File: src/rtl/bcd_pkg.sv
package bcd_pkg;
  localparam logic [7:0] PREFIX     = 8'hAF;
  localparam logic [7:0] OP_WR      = 8'h20;
  localparam logic [7:0] OP_COPY    = 8'h6A;
  localparam logic [7:0] LOCK_ADDR  = 8'hFF;
  localparam logic [7:0] LOCK_VAL   = 8'h00;
  localparam logic [7:0] UNLOCK_VAL = 8'hFF;

  localparam int CP_ADDR_BYTES = 3;
  localparam int CP_ADDR_W     = CP_ADDR_BYTES * 8;
  localparam int COPY_PAYLOAD  = 2 * CP_ADDR_BYTES + 1;

  localparam int DEPTH_REG   = 8'h00;
  localparam int BASE16_REG  = 8'h20;
  localparam int BASE8_REG   = 8'h26;
  localparam int TIMING_REG  = 8'h01;
  localparam int PIXCLK_REG  = 8'h1B;
  localparam int BLANK_REG   = 8'h1F;

  typedef struct packed {
    logic       regWr;
    logic [7:0] regAddr;
    logic       copyByte;
    logic       copyLast;
    logic [7:0] dat;
  } ctlStb_t;
endpackage

File: src/rtl/bcd_parser.sv
module bcd_parser
  import bcd_pkg::*;
(
  input  logic       clk,
  input  logic       rstN,
  input  logic [7:0] inData,
  input  logic       inValid,
  output ctlStb_t    ctl
);
  localparam int CNT_W = $clog2(COPY_PAYLOAD);
  localparam logic [CNT_W-1:0] CNT_LAST = CNT_W'(COPY_PAYLOAD - 1);

  typedef enum logic [2:0] {S_HUNT, S_OPC, S_ADDR, S_VAL, S_COPY} pstate_t;

  pstate_t          state;
  logic [7:0]       addrQ;
  logic [CNT_W-1:0] cnt;

  always_ff @(posedge clk) begin
    if (!rstN) begin
      state <= S_HUNT;
      addrQ <= '0;
      cnt   <= '0;
    end else if (inValid) begin
      case (state)
        S_HUNT: if (inData == PREFIX) state <= S_OPC;
        S_OPC: begin
          if (inData == OP_WR) begin
            state <= S_ADDR;
          end else if (inData == OP_COPY) begin
            state <= S_COPY;
            cnt   <= '0;
          end else if (inData != PREFIX) begin
            state <= S_HUNT;
          end
        end
        S_ADDR: begin
          addrQ <= inData;
          state <= S_VAL;
        end
        S_VAL: state <= S_HUNT;
        S_COPY: begin
          if (cnt == CNT_LAST) state <= S_HUNT;
          else cnt <= cnt + 1'b1;
        end
        default: state <= S_HUNT;
      endcase
    end
  end

  always_comb begin
    ctl          = '0;
    ctl.regAddr  = addrQ;
    ctl.dat      = inData;
    ctl.regWr    = inValid && (state == S_VAL);
    ctl.copyByte = inValid && (state == S_COPY);
    ctl.copyLast = ctl.copyByte && (cnt == CNT_LAST);
  end
endmodule

File: src/rtl/bcd_regs.sv
module bcd_regs
  import bcd_pkg::*;
#(
  parameter int REG_COUNT = 64
) (
  input  logic                 clk,
  input  logic                 rstN,
  input  ctlStb_t              ctl,
  output logic [7:0]           act [REG_COUNT],
  output logic                 locked,
  output logic                 copyReq,
  output logic [CP_ADDR_W-1:0] copySrc,
  output logic [7:0]           copyCount,
  output logic [CP_ADDR_W-1:0] copyDst
);
  localparam int IDX_W = $clog2(REG_COUNT);
  localparam logic [8:0] REG_LIMIT = 9'(REG_COUNT);
  localparam int SH_W = (COPY_PAYLOAD - 1) * 8;

  logic [7:0]      shadow [REG_COUNT];
  logic [SH_W-1:0] copySh;
  logic            inFile;
  logic [IDX_W-1:0] idx;

  assign inFile = ({1'b0, ctl.regAddr} < REG_LIMIT);
  assign idx    = ctl.regAddr[IDX_W-1:0];

  always_ff @(posedge clk) begin
    if (!rstN) begin
      locked <= 1'b0;
      for (int i = 0; i < REG_COUNT; i++) begin
        shadow[i] <= '0;
        act[i]    <= '0;
      end
    end else if (ctl.regWr) begin
      if (ctl.regAddr == LOCK_ADDR) begin
        if (ctl.dat == LOCK_VAL) begin
          locked <= 1'b1;
        end else if (ctl.dat == UNLOCK_VAL) begin
          locked <= 1'b0;
          for (int i = 0; i < REG_COUNT; i++) act[i] <= shadow[i];
        end
      end else if (inFile) begin
        shadow[idx] <= ctl.dat;
        if (!locked) act[idx] <= ctl.dat;
      end
    end
  end

  always_ff @(posedge clk) begin
    if (!rstN) begin
      copySh    <= '0;
      copyReq   <= 1'b0;
      copySrc   <= '0;
      copyCount <= '0;
      copyDst   <= '0;
    end else begin
      copyReq <= ctl.copyLast;
      if (ctl.copyByte) copySh <= {copySh[SH_W-9:0], ctl.dat};
      if (ctl.copyLast) begin
        copySrc   <= copySh[SH_W-1 -: CP_ADDR_W];
        copyCount <= copySh[SH_W-CP_ADDR_W-1 -: 8];
        copyDst   <= {copySh[CP_ADDR_W-9:0], ctl.dat};
      end
    end
  end
endmodule

File: src/rtl/bulk_cmd_decoder.sv
module bulk_cmd_decoder
  import bcd_pkg::*;
#(
  parameter int REG_COUNT  = 64,
  parameter int NUM_TIMING = 12
) (
  input  logic                    clk,
  input  logic                    rstN,
  input  logic [7:0]              inData,
  input  logic                    inValid,
  output logic                    inReady,
  output logic [7:0]              colorDepth,
  output logic [23:0]             base16,
  output logic [23:0]             base8,
  output logic [NUM_TIMING*16-1:0] timingRegs,
  output logic [15:0]             pixClk,
  output logic [7:0]              blankMode,
  output logic                    copyReq,
  output logic [23:0]             copySrc,
  output logic [7:0]              copyCount,
  output logic [23:0]             copyDst
);
  ctlStb_t    ctl;
  logic [7:0] act [REG_COUNT];
  logic       locked;

  assign inReady = 1'b1;

  bcd_parser parser_i (
    .clk(clk), .rstN(rstN), .inData(inData), .inValid(inValid), .ctl(ctl)
  );

  bcd_regs #(.REG_COUNT(REG_COUNT)) regs_i (
    .clk(clk), .rstN(rstN), .ctl(ctl), .act(act), .locked(locked),
    .copyReq(copyReq), .copySrc(copySrc), .copyCount(copyCount), .copyDst(copyDst)
  );

  assign colorDepth = act[DEPTH_REG];
  assign base16     = {act[BASE16_REG], act[BASE16_REG+1], act[BASE16_REG+2]};
  assign base8      = {act[BASE8_REG], act[BASE8_REG+1], act[BASE8_REG+2]};
  assign pixClk     = {act[PIXCLK_REG+1], act[PIXCLK_REG]};
  assign blankMode  = act[BLANK_REG];

  for (genvar k = 0; k < NUM_TIMING; k++) begin : g_timing
    assign timingRegs[k*16 +: 16] = {act[TIMING_REG+2*k], act[TIMING_REG+2*k+1]};
  end
endmodule

File: config.mk
export PLATFORM = sky130hd
export DESIGN_NAME = bulk_cmd_decoder
export DESIGN_NICKNAME = d
export VERILOG_FILES = /design/src/rtl/bcd_pkg.sv /design/src/rtl/bcd_parser.sv /design/src/rtl/bcd_regs.sv /design/src/rtl/bulk_cmd_decoder.sv
export SDC_FILE = /design/constraint.sdc
export NUM_CORES = 1
export LEC_CHECK = 0
export ABC_AREA = 1
export ABC_CLOCK_PERIOD_IN_PS = 2280
export BUFFER_PORTS_ARGS = -buffer_cell sky130_fd_sc_hd__buf_2
export CORE_ASPECT_RATIO = 1.75
export CORE_MARGIN = 5
export CORE_UTILIZATION = 50
export DETAILED_ROUTE_END_ITERATION = 16
export PLACE_DENSITY = 0.79
export SYNTH_ARGS = -nofsm -noshare
export SYNTH_HDL_FRONTEND = slang
export SYNTH_SLANG_ARGS = --single-unit
File: constraint.sdc
create_clock -name clk -period 2.28 [get_ports clk]
set_input_delay 0.228 -clock clk [delete_from_list [all_inputs] [get_ports clk]]
set_output_delay 0.228 -clock clk [all_outputs]
set_load 0.005 [all_outputs]
Word level (Yosys, flattened, before mapping)
Memory sizes are Yosys's and may differ from the RTL's.
Cells that the tools add are included.
{ "word_totals": {"regBits": 632, "latchBits": 0, "ram_bits": 512, "mem_bits_ro": 0, "inputBits": 11, "out_inout_bits": 330, "n_memories": 1} }
{ "mem_list": {"columns": ["memory", "words", "width", "read_ports", "rd_ports_with_merged_regs", "write_ports", "line", "rtl"], "rows": [
  ["regs_i.shadow", 64, 8, 64, 0, 64, "bcd_regs.sv:20", "logic [7:0] shadow [REG_COUNT];"]
]} }
{ "op_classes": {"n_addsub": 1, "mul": 0, "div": 0, "n_lt_le_gt_ge": 3, "eq_ne": 20, "shift": 0, "mux": 29, "n_bitwise": 1, "reduce_logical": 15} }
{ "ops": {"columns": ["op", "count"], "rows": [
  ["$mux 512", 5],
  ["$bwmux 512", 1],
  ["$demux 8 s6", 1],
  ["$eq 8x8->1 const B", 3],
  ["$mux 3", 8],
  ["$mux 8", 2],
  ["$pmux 3 s4", 1],
  ["$ne 2x2->1 const B", 5],
  ["$reduce_and 5->1", 2],
  ["$mux 1", 9],
  ["$eq 8x6->1 const B", 1],
  ["$eq 8x7->1 const B", 1],
  ["$logic_not 8->1", 1],
  ["$lt 8x7->1 const B", 1],
  ["$ne 8x8->1 const B", 1],
  ["$reduce_or 8->1", 1],
  ["$ge 7x7->1 const B", 1],
  ["$lt 7x1->1 const B", 1],
  ["$not 6->7", 1],
  ["$eq 3x2->1 const B", 2],
  ["$eq 3x3->1 const B", 2],
  ["$mux 6", 1],
  ["$ne 2x1->1 const B", 3],
  ["$pmux 3 s2", 1],
  ["9 further kinds", 14]
]} }

Depth between registers and ports, before layout
{ "depth": {"ltp_word": 9, "depth_mapped": 11, "depth_no_buf": 9} }

Hierarchy
Synthesis repeated with hierarchy kept, for this count alone.
{ "unflattened": {"cells_unflattened": 6760, "area_unflattened_um2": 52482.8} }
{ "by_module_without_submodules": {"columns": ["module", "n_inst", "cells_each", "area_each_um2", "seq_area_each_um2"], "rows": [
  ["bcd_regs", 1, 6633, 51624.5, 27746.6],
  ["bcd_parser", 1, 125, 847.1, 280.3],
  ["bulk_cmd_decoder", 1, 2, 11.3, 0.0]
]} }

Worst setup path before layout
Ideal clock, no wire load.
{ "synth_timing": {"kind": "reg2reg", "startpoint": "register parser_i.state[0]", "endpoint": "memory regs_i.shadow[12][0], enable pin", "arrival_ns": 1.831, "required_time_ns": 1.896, "path_slack_ns": 0.065, "path_stages_with_launch": 8, "path_buffers": 3, "synth_period_minus_slack_ns": 2.215, "path_cell_list": "dfxtp_1 buf_2 nand2_1 nor2_1 nand3_1 clkbuf_1 clkbuf_1 o21ai_0"} }
{ "synth_lines": {"columns": ["item", "line", "rtl"], "rows": [
  ["start: declaration", "bcd_parser.sv:15", "pstate_t state;"],
  ["start signal: assignment", "bcd_parser.sv:21", "state <= S_HUNT;"],
  ["start signal: assignment", "bcd_parser.sv:26", "S_HUNT: if (inData == PREFIX) state <= S_OPC;"],
  ["start signal: assignment", "bcd_parser.sv:29", "state <= S_ADDR;"],
  ["end: declaration", "bcd_regs.sv:20", null]
]} }

Worst setup path after layout
{ "layout_timing": {"startpoint": "register parser_i.addrQ[1]", "endpoint": "register regs_i.act[328] in the netlist's numbering"} }
{ "layout_via": {"elab_chain_cells": 9} }
{ "layout_rtl": {"columns": ["item", "line", "rtl"], "rows": [
  ["start: declaration", "bcd_parser.sv:16", "logic [7:0] addrQ;"],
  ["start signal: assignment", "bcd_parser.sv:38", "addrQ <= inData;"],
  ["$not 6->7 (not written as such)", "bcd_regs.sv:45", "if (!locked) act[idx] <= ctl.dat;"],
  ["$ge 7x7->1 (not written as such) or $lt 7x1->1 (tied branches)", "bcd_regs.sv:45", null],
  ["$logic_and 1x1->1 (not written as such)", "bcd_regs.sv:45", null],
  ["$mux 8 (not written as such)", "bcd_regs.sv:45", null],
  ["$demux 8 s6", "bcd_regs.sv:45", null],
  ["$bwmux 512", "bcd_regs.sv:45", null],
  ["$mux 512", "bcd_regs.sv:45", null],
  ["$mux 512", "bcd_regs.sv:43", "end else if (inFile) begin"],
  ["$mux 512", "bcd_regs.sv:36", "if (ctl.regAddr == LOCK_ADDR) begin"],
  ["end signal: indexed assignment", "bcd_regs.sv:45", null],
  ["end: declaration", "bcd_regs.sv:9", "output logic [7:0] act [REG_COUNT],"]
]} }
Several ways; a longest one is shown, not always the timed one. The select of a mux whose other input is x is not followed.
A chain may end at the register's enable or synchronous reset.

==> key figures <==
Detailed routing
  – Mean routed wirelength per cell: 17.1 um
  – Violation count after the first detailed-route iteration: 2,067
  – Residual DRC count: 0
  – DRT antenna net count: 0
  – Drt pass-1 iters: 6
  – Via density: 5.31
  – DR vias: 26,900
  – WL final: 86.5 mm

Power and ir drop
  – VDD IR max: 0.667 mV
  – Psw: 4990 uW
  – Lkg Pwr: 0.0145 uW
  – Clk pwr share: 42.9%
  – Power density of the placed cells: 662 nW/um^2
  – Combinational Power Share: 2.8%
  – Switch share: 21.4%
  – Sequential share of power: 54.3%
  – Pint: 18,300 uW

Logic synthesis
  – Async SR Flop Fraction: 0%
  – Post-synth EDFFs: 272
  – Unique masters post-synth: 28
  – Top post-synthesis cells by area: edfxtp_1, dfxtp_1, nand2_1
  – Post-Syn Area: 30,400 sq um
  – Leading area contributor after synthesis: edfxtp_1
  – Gate Count Post-Synth: 3,961
  – Avg Inst Size Synth: 7.67 sq um
  – Synth Register Bits: 664
  – Yosys Warn Count: 0
  – Top-area cell type share of the netlist area: 26.9%
  – Count leader, synth: nand2_1
  – Most frequent cells after synthesis: nand2_1, nand3_1, nor2_1, dfxtp_1, a21oi_1
  – Sequential share of the synthesized area: 52.7%
  – Ys flop type: dfxtp_1
  – Syn Nets: 3,974

Finish
  – Fin area: 35,200 sq um
  – Sequential cell area: 16,000 sq um
  – Share of cells above drive strength 1: 15.6%
  – Area occupied by multi-input gates: 11,600 sq um
  – Fillers: 5,444
  – # nets final: 4,241
  – Post-Route Utilization: 58.4%
  – Diode count: 0
  – Area Growth Syn to Fin: 15.8%

Timing
  – Setup_tns: 0 ps
  – Measured slew at the worst slew-check pin: 774 ps
  – Min Tclk post-route: 2140 ps
  – Final worst path period share: 93.9%
  – Hold WS: 58.5 ps
  – Slew HR: 48.4%
  – Final setup viols: 0
  – RSZ-0062 raised after global routing: true
  – Final WS setup: 139 ps
  – Clock Skew: 18.2 ps
  – Max Clock Freq: 467 MHz
  – Hold Vio Cnt, Final: 0
  – Final Max Slew Viols: 0

Floorplanning
  – Die Y: 336 um
  – Die Wd: 196 um
  – CORE AREA: 60,200 sq um
  – Row cnt: 119
  – IO Count: 341
  – DIE AREA: 66,000 sq um
  – Initial Util: 50.5%

Place
  – Placed wire-length estimate: 55.8 mm
  – Pre-CTS setup slack: 89.5 ps
  – Post-DP Area: 33,200 sq um
  – IO Port Bufs: 339
  – GP Congestion: 0.853

Run status
  – Status: finished clean

Clock tree
  – Clock sinks: 664
  – Max clock buf depth: 3
  – H-tree levels: 2
  – Clock Latency Late Sink: 640 ps
  – Clk pin slew, worst setup/hold paths: 70 ps
  – CTS tree: done
  – Num CTS Buffers: 58
  – CTS root buf: clkbuf_16
  – Hold_buf cts: 0

Worst setup path
  – CP arrival: 2710 ps
  – Slowest stage delay, CP: 530 ps
  – Critical-path cell with the highest stage delay: dfxtp_1
  – Worst path most repeated cell: nand2_1
  – Critical Path Start Type: flip-flop
  – CP max FO: 123
  – Setup Crit Path Kind: flip-flop to flip-flop
  – Setup crit end kind: flip-flop
  – CP cell instances: nand2_1, nor2_4, buf_12, nand3_1, nand2_1, inv_1, nand3_1, nand2_1, nor2_1
  – Worst Path Required: 2850 ps

Flow run
  – Maxcap violations: 0

Global route
  – First-pass GRT wire length: 135 mm
  – Global route overflow: 0
  – GR Util All Layers: 25.1%
  – Number of global-route vias before repair: 25,200
  – Largest net degree at the start of global routing: 126
  – Antenna violations before repair: 0

Worst hold path
  – HP Class: input pin to flip-flop
[repair_timing]
action,in CTS,in global routing
gates resized for setup,0,4
buffers inserted,0,0
setup endpoints to repair,0,93
[cell usage in the layout, fill, tap and decap left out, types with 2 or more instances in the layout]
master     instances
clkinv_2           6
nand2_1          903
nor2_2            35
buf_2            338
nand3_2            8
ha_1               2
edfxtp_1         272
clkbuf_1          23
nand3_4            2
inv_1            347
inv_2             16
nor2_1           563
clkbuf_8          12
o21ai_1           15
o21ai_0          131
buf_4            142
dfxtp_2            2
a21oi_1          353
nor2_4             5
clkbuf_16         64
dfxtp_1          390
nor3_1             3
nand4_1            3
nand3b_1          15
nand3_1          585
nand2_2            7
clkinv_4           2
buf_12            25
[critical path, delay by kind of cell, from the launching register on]
| kind | cells | cell delay [ps] |
|---|---|---|
| buffers and inverters | 2 | 440 |
| DFF | 1 | 530 |
| and+or+nand+nor | 7 | 960 |
[state kept, by name, summed over array words and instances, names as in the netlist]
signal and count:
regs_i.copyReq 1, parser_i.cnt 3, regs_i.act 272, regs_i.copyDst 24, parser_i.state 3, parser_i.addrQ 8, regs_i.locked 1, regs_i.shadow 272
regs_i.copySrc 24, regs_i.copyCount 8, regs_i.copySh 48
[per-stage QoR]
stage | power [uW] | cells
after floorplan | 13300 | 3961
after global placement | 13500 | 4953
after detailed placement | 13500 | 4953
after CTS | 23400 | 5061
after global routing | 24000 | 5062
final | 23300 | 5062
[path summary, 6_finish.rpt]
kind         cells past startpoint  slack [ps]            endpoint         startpoint
max                              9         140     regs_i.act[328]  parser_i.addrQ[1]
min                              4          60     parser_i.cnt[2]            inValid
max reg2reg                      9         140     regs_i.act[328]  parser_i.addrQ[1]
min reg2reg                      2         450  regs_i.copySrc[16]  regs_i.copySh[40]
[power groups by stage]
| stage | combinational, uW | sequential [uW] | clock (uW) |
|---|---|---|---|
| after detailed placement | 645 | 12900 | 0 |
| after CTS | 648 | 12600 | 10100 |
| after floorplan | 380 | 12900 | 0 |
| after global placement | 645 | 12900 | 0 |
| final | 654 | 12600 | 9990 |
| after global routing | 707 | 12700 | 10600 |
[kinds of logic (layout without fill, tap and decap cells)]
kind of cell,Yosys count,after routing,synth area share (%)
compound gates,501,501,8.29
xor+xnor,1,1,0.0288
fa+ha+maj,2,2,0.0824
buf+inv,663,978,9.27
flops,664,664,52.7
other cells,1,1,0.0124
simple gates,2129,2129,29.6
[cell type report]
| cell class | instances | share of cell area, % |
|---|---|---|
| Tap cell | 786 | 2.80 |
| Clock buffer | 98 | 5.20 |
| Timing Repair Buffer | 507 | 9.38 |
| Sequential cell | 664 | 45.6 |
| Multi-Input combinational cell | 2634 | 32.9 |
| Inverter | 363 | 3.88 |
| Clock inverter | 10 | 0.246 |
[metal layers]
metal | vias to the layer above | GRT usage (%) | routed length (um)
met5 | - | 0 | 0
met4 | 0 | 9.97 | 3360
met3 | 192 | 4.24 | 6260
met2 | 989 | 43.8 | 43100
met1 | 12300 | 31.0 | 33800
li1 | 13400 | - | -
(Power assumes the default switching activity.)
